<file path="src/rtl/regfile_pkg.sv">
// Package regfile_pkg
// Purpose : shared defaults and the read-during-write ordering type for the
//           three-port register file.
// Assumes : nothing; pure declarations.
package regfile_pkg;

    localparam int REG_COUNT = 32;
    localparam int WORD_BITS = 32;

    // Value a read port returns when it names the register being written.
    typedef enum logic {
        READ_OLD = 1'b0,
        READ_NEW = 1'b1
    } rd_order_e;

endpackage

</file>
<file path="src/rtl/rf_wr_decode.sv">
// Module rf_wr_decode
// Purpose : turns the write index and enable into one enable per storage row.
//           Row 0 is constant zero, so no enable is produced for it and a
//           write aimed at index 0 reaches no row.
// Assumes : NREG >= 2, IW wide enough to index NREG rows.
module rf_wr_decode #(
    parameter int NREG = 32,
    parameter int IW   = 5
) (
    input  logic            wr_en,
    input  logic [IW-1:0]   wr_idx,
    output logic [NREG-1:1] row_we
);

    // One comparator per real row; index 0 has none by design.
    for (genvar r = 1; r < NREG; r++) begin : g_row
        assign row_we[r] = wr_en && (wr_idx == IW'(r));
    end

endmodule

</file>
<file path="src/rtl/rf_storage.sv">
// Module rf_storage
// Purpose : the storage rows. Row 0 is a tied-off constant; rows 1..NREG-1
//           are flops with synchronous active-low clear and a write enable.
// Assumes : at most one row_we bit is high per cycle (guaranteed by decoder).
module rf_storage #(
    parameter int NREG = 32,
    parameter int W    = 32
) (
    input  logic                     clk,
    input  logic                     rst_n,
    input  logic [NREG-1:1]          row_we,
    input  logic [W-1:0]             wr_data,
    output logic [NREG-1:0][W-1:0]   rows
);

    // Row 0 is not storage: it always presents zero.
    assign rows[0] = '0;

    for (genvar r = 1; r < NREG; r++) begin : g_cell
        logic [W-1:0] q;

        // Clear on reset, otherwise load when this row is addressed.
        always_ff @(posedge clk) begin
            if (!rst_n) begin
                q <= '0;
            end else if (row_we[r]) begin
                q <= wr_data;
            end
        end

        assign rows[r] = q;
    end

endmodule

</file>
<file path="src/rtl/rf_read_port.sv">
// Module rf_read_port
// Purpose : one combinational read port. Selects a row by index, or the
//           forwarded write data when fwd_hit is asserted by the parent.
//           Indices at or beyond NREG read as zero.
// Assumes : fwd_hit is only raised for a non-zero index being written.
module rf_read_port #(
    parameter int NREG = 32,
    parameter int W    = 32,
    parameter int IW   = 5
) (
    input  logic [NREG-1:0][W-1:0] rows,
    input  logic [IW-1:0]          rd_idx,
    input  logic                   fwd_hit,
    input  logic [W-1:0]           fwd_data,
    output logic [W-1:0]           rd_data
);

    localparam logic [IW:0] LIMIT = (IW + 1)'(NREG);

    logic [IW:0] idx_ext;
    assign idx_ext = {1'b0, rd_idx};

    // Forwarded data first, then the addressed row, else zero.
    always_comb begin
        if (fwd_hit) begin
            rd_data = fwd_data;
        end else if (idx_ext < LIMIT) begin
            rd_data = rows[rd_idx];
        end else begin
            rd_data = '0;
        end
    end

endmodule

</file>
<file path="src/rtl/regfile_3p.sv">
// Module regfile_3p
// Purpose : register file with two combinational read ports and one
//           synchronous write port. Index 0 reads zero and ignores writes.
//           RD_ORDER chooses old or forwarded data on a same-cycle
//           read of the register being written.
// Assumes : single clock domain; synchronous active-low reset.
module regfile_3p #(
    parameter int                    NREG     = regfile_pkg::REG_COUNT,
    parameter int                    WORD_W   = regfile_pkg::WORD_BITS,
    parameter regfile_pkg::rd_order_e RD_ORDER = regfile_pkg::READ_OLD,
    localparam int                   IDX_W    = $clog2(NREG)
) (
    input  logic              clk,
    input  logic              rst_n,
    input  logic [IDX_W-1:0]  rd_a_idx,
    output logic [WORD_W-1:0] rd_a_data,
    input  logic [IDX_W-1:0]  rd_b_idx,
    output logic [WORD_W-1:0] rd_b_data,
    input  logic              wr_en,
    input  logic [IDX_W-1:0]  wr_idx,
    input  logic [WORD_W-1:0] wr_data
);

    logic [NREG-1:1]             row_we;
    logic [NREG-1:0][WORD_W-1:0] rows;
    logic                        hit_a;
    logic                        hit_b;

    rf_wr_decode #(.NREG(NREG), .IW(IDX_W)) u_dec (
        .wr_en  (wr_en),
        .wr_idx (wr_idx),
        .row_we (row_we)
    );

    rf_storage #(.NREG(NREG), .W(WORD_W)) u_store (
        .clk     (clk),
        .rst_n   (rst_n),
        .row_we  (row_we),
        .wr_data (wr_data),
        .rows    (rows)
    );

    // Forwarding match per read port, present only in the READ_NEW variant.
    if (RD_ORDER == regfile_pkg::READ_NEW) begin : g_fwd
        logic wr_live;
        assign wr_live = rst_n && wr_en && (wr_idx != '0);
        assign hit_a   = wr_live && (wr_idx == rd_a_idx);
        assign hit_b   = wr_live && (wr_idx == rd_b_idx);
    end else begin : g_nofwd
        assign hit_a = 1'b0;
        assign hit_b = 1'b0;
    end

    rf_read_port #(.NREG(NREG), .W(WORD_W), .IW(IDX_W)) u_rd_a (
        .rows     (rows),
        .rd_idx   (rd_a_idx),
        .fwd_hit  (hit_a),
        .fwd_data (wr_data),
        .rd_data  (rd_a_data)
    );

    rf_read_port #(.NREG(NREG), .W(WORD_W), .IW(IDX_W)) u_rd_b (
        .rows     (rows),
        .rd_idx   (rd_b_idx),
        .fwd_hit  (hit_b),
        .fwd_data (wr_data),
        .rd_data  (rd_b_data)
    );

endmodule

</file>
<file path="config.mk">
export PLATFORM = sky130hd
export DESIGN_NAME = regfile_3p
export DESIGN_NICKNAME = d
export VERILOG_FILES = /design/src/rtl/regfile_pkg.sv /design/src/rtl/rf_wr_decode.sv /design/src/rtl/rf_storage.sv /design/src/rtl/rf_read_port.sv /design/src/rtl/regfile_3p.sv
export SDC_FILE = /design/constraint.sdc
export NUM_CORES = 2
export LEC_CHECK = 0
export BUFFER_PORTS_ARGS = -buffer_cell sky130_fd_sc_hd__buf_2
export CELL_PAD_IN_SITES_DETAIL_PLACEMENT = 1
export CELL_PAD_IN_SITES_GLOBAL_PLACEMENT = 1
export CORE_ASPECT_RATIO = 0.5
export CORE_MARGIN = 1
export CORE_UTILIZATION = 55
export CTS_CLUSTER_DIAMETER = 80
export DETAILED_ROUTE_END_ITERATION = 6
export GPL_TIMING_DRIVEN = 0
export PLACE_DENSITY_LB_ADDON = 0.1
export RECOVER_POWER = 100
export SYNTH_ARGS = -nofsm -noshare
export SYNTH_HDL_FRONTEND = slang
export SYNTH_HIERARCHICAL = 1
export SYNTH_SLANG_ARGS = --single-unit
</file>
<file path="constraint.sdc">
create_clock -name clk -period 3 [get_ports clk]
set_clock_uncertainty 0.15 [all_clocks]
set_input_delay 0.45 -clock clk [delete_from_list [all_inputs] [get_ports clk]]
set_output_delay 0.45 -clock clk [all_outputs]
set_load 0.01 [all_outputs]
</file>
==> flow_summary.toml <==
[outcome]
status = "complete, but fails checks"
violations = "DRC, capacitance limit, slew limit, setup timing"

[cells_and_area]
nFillCells = 10600
top_register = "u_store/g_cell.q"
fin_cells = 7288
drive_gt1_share_pct = 21.0
reg_top3 = "u_store/g_cell.q (992)"
fin_nets = 5892
synthToLayoutAreaGrowth_pct = 18.1
multi_input_area_sq_mm = 0.0358
largest_reg_flops = 992
regArea_sq_mm = 0.0201

[logic_synthesis]
syn_area_sq_mm = 0.0571
synth_edf_count = 0
yosysMostFrequentCell = "mux2i_1"
synth_top_area_share_pct = 35.3
synthCells = 5524
synth-seq-cells = 992
synth_cell_types = 29
syn_avg_cell_area_sq_um = 10.3
synthFlopType = "dfxtp_1"
yosys-top-cells-area = "mux2i_1 35%, dfxtp_1 35%, nor2b_1 9.8%"
ys_seq_area_share_pct = 34.8
yosys.area.top_type = "mux2i_1"
yosysWarnings = 6
synthArstFlopShare_pct = 0
ys_top_cells_by_count = "2016 x mux2i_1, 992 x dfxtp_1, 896 x nor2b_1, 256 x a22oi_1, 182 x buf_2"

[sta]
tightest_slew_ns = 1.60
post-route-period-util_pct = 115
hold_ws_ns = 0.0253
finalSetupViolCount = 79
fmax_ghz = 0.289
min_period_ns = 3.46
finalWorstSetupSlack_ns = -0.456
rsz0062_at_grt = "true"
timing.final.max_slew_violations = 43
max-slew-margin-rel_pct = -6.89
finalHoldViolCount = 0

[global_routing]
grt_pass1_wl_mm = 422
grt-ovfl-total = 0
track_usage_pct = 57.3
grt_max_degree = 15
grt_pass1_vias = 54100
antenna_found_initial = 31

[route]
wl_per_cell_um = 43.1
drt_iter0_markers = 8509
wirelength_mm = 314
viasPerCell = 7.32
drcViolationCount = 2
drtAntennaViolNets = 0
firstDrtPassIters = 7
num_vias = 53300

[job]
max_cap_viol_count = 4

[power]
peakVddDrop_v = 0.000484
power_uw = 32400
intPower_uw = 22300
combPwrFrac_pct = 18.4
p_clk_share_pct = 40.5
leakagePower_uw = 0.0244
power_switching_share_pct = 31.3
p_per_area_mw_per_mm2 = 481
seqPwrFrac_pct = 41.1
switching_power_uw = 10100

[worst_setup_path]
slowest_delay_ns = 0.67
critPathRequiredTime_ns = 2.40
r2r_slack_ns = 1.61
crit_path_start_kind = "input port"
timing.critical_path.to_type = "output pin"
crit_fanout = 6
worstSetupPathType = "input port to output pin"
r2r-start = "u_store/g_cell[31].q[31]"
cp_common_cell = "buf_16"
crit_chain = "buf_16 -> buf_12 -> buf_16 -> buf_16 -> mux2i_1 -> a22o_1 -> a221oi_2 -> o22ai_2 -> o41ai_4 -> buf_2"
reg2reg_depth = 3
crit_buf_inv = 5
worstPathArrival_ns = 2.86
cp_slowest_cell = "o41ai_4"
crit_family = "compound AO/OA/AOI/OAI gates"
worst_r2r_endpoint = "u_store/g_cell[31].q[31]"

[min_path]
hold_path_end = "u_store/g_cell[1].q[29]"
whs_path_depth = 2
min-delay-start = "rst_n"
hp-class = "input port to flop"

[die]
dieArea_sq_mm = 0.105
core_area_sq_mm = 0.103
dieWidth_um = 458
rows = 83
initial_utilization_pct = 55.6
io_pins = 114
die_y_um = 230

[cts]
clock-sinks = 992
root_buffer = "clkbuf_16"
clock_path_buffers = 3
cts_made_buffers = 94
cts_tree = "done"
clk_latency_ns = 0.73
h-tree-depth = 3
clk_transition_reported_paths_ns = 0.08

[place]
place_inst = 7026
gp_congestion = 1.04
dp_hpwl_mm = 214
place.port_buffers = 110
==> metrics by stage <==
stage	TNS [ns]	util (%)	worst slack (ns)	instance area (sq um)
after floorplan	0	-	0.477	57200
after global placement	-79.33	57.9	-1.54	59500
after detailed placement	-83.84	57.9	-1.65	59500
after CTS	-10.50	65.5	-0.298	67300
after global routing	-12.08	65.6	-0.398	67400
final	-16.55	65.6	-0.456	67500
==> final cells by class <==
cell class	instances	share of cell area, %
antenna	12	0.0445
clock inverter	30	0.588
clock buffer	140	4.10
timing repair buffer	197	2.56
buffer	624	7.43
sequential	992	29.7
multi-input combinational	3933	53.0
tap	1360	2.52
==> cell usage in the layout (no fill, tap or decap), drive strengths merged <==
cell type / count
nor2: 33
nand4b: 3
dfxtp: 992
clkbuf: 440
o22ai: 64
inv: 4
or4b: 1
clkinv: 17
nand4bb: 3
and2: 2
a221oi: 128
nand2: 67
buf: 502
nand4: 1
a21oi: 128
nand2b: 6
bufinv: 7
or2: 3
dlygate4sd3: 17
nor2b: 896
o41ai: 64
bufbuf: 2
a22o: 128
diode: 12
a22oi: 256
conb: 34
mux2i: 2016
and2b: 100
clkinvlp: 2
==> routing by layer <==
metal / share of wire [%] / track usage (%) / vias to the layer above
met5: 0.24 / 1.67 / -
met3: 16 / 27.1 / 1355
met4: 9.0 / 43.8 / 22
met2: 37 / 75.1 / 4844
met1: 37 / 71.5 / 26600
li1: - / - / 20500
==> worst max path at each step <==
stage | start | endpoint | slack (ns) | cells past startpoint
2_1_floorplan | rd_a_idx[0] | rd_a_data[14] | 0.48 | 8
3_3_place_gp | rd_b_idx[2] | rd_b_data[4] | -1.54 | 9
3_5_place_dp | rd_b_idx[2] | rd_b_data[4] | -1.65 | 9
4_1_cts | u_store/g_cell[13].q[23] | rd_b_data[23] | -0.30 | 6
5_1_grt | u_store/g_cell[12].q[23] | rd_b_data[23] | -0.40 | 6
6_report | rd_b_idx[0] | rd_b_data[22] | -0.46 | 10
==> cells by family (layout without fill, tap and decap cells) <==
family | after synthesis | in the layout | synth area share (%)
flops | 992 | 992 | 34.8
buf+inv | 631 | 991 | 6.91
compound gates | 768 | 768 | 11.0
simple gates | 1115 | 1115 | 12.0
other cells | 2 | 46 | 0.0131
mux | 2016 | 2016 | 35.3
==> timing repair <==
item                                    in CTS  in global routing
pin swaps                                  183                135
buffers inserted                            46                 20
endpoints found under the hold margin       16                  0
endpoints found under the setup margin      64                 64
cloned                                      11                  2
hold buffers                                17                  0
resized for setup                          843                191
==> power by group through the flow <==
stage	combinational [uW]	sequential, uW	clock [uW]
finish	5950	13300	13100
global route	5750	13300	13500
CTS	5310	13300	12800
detailed placement	4510	13600	0
global placement	4430	13600	0
floorplan	2520	13600	0
Power figures use the tool's default switching activity.
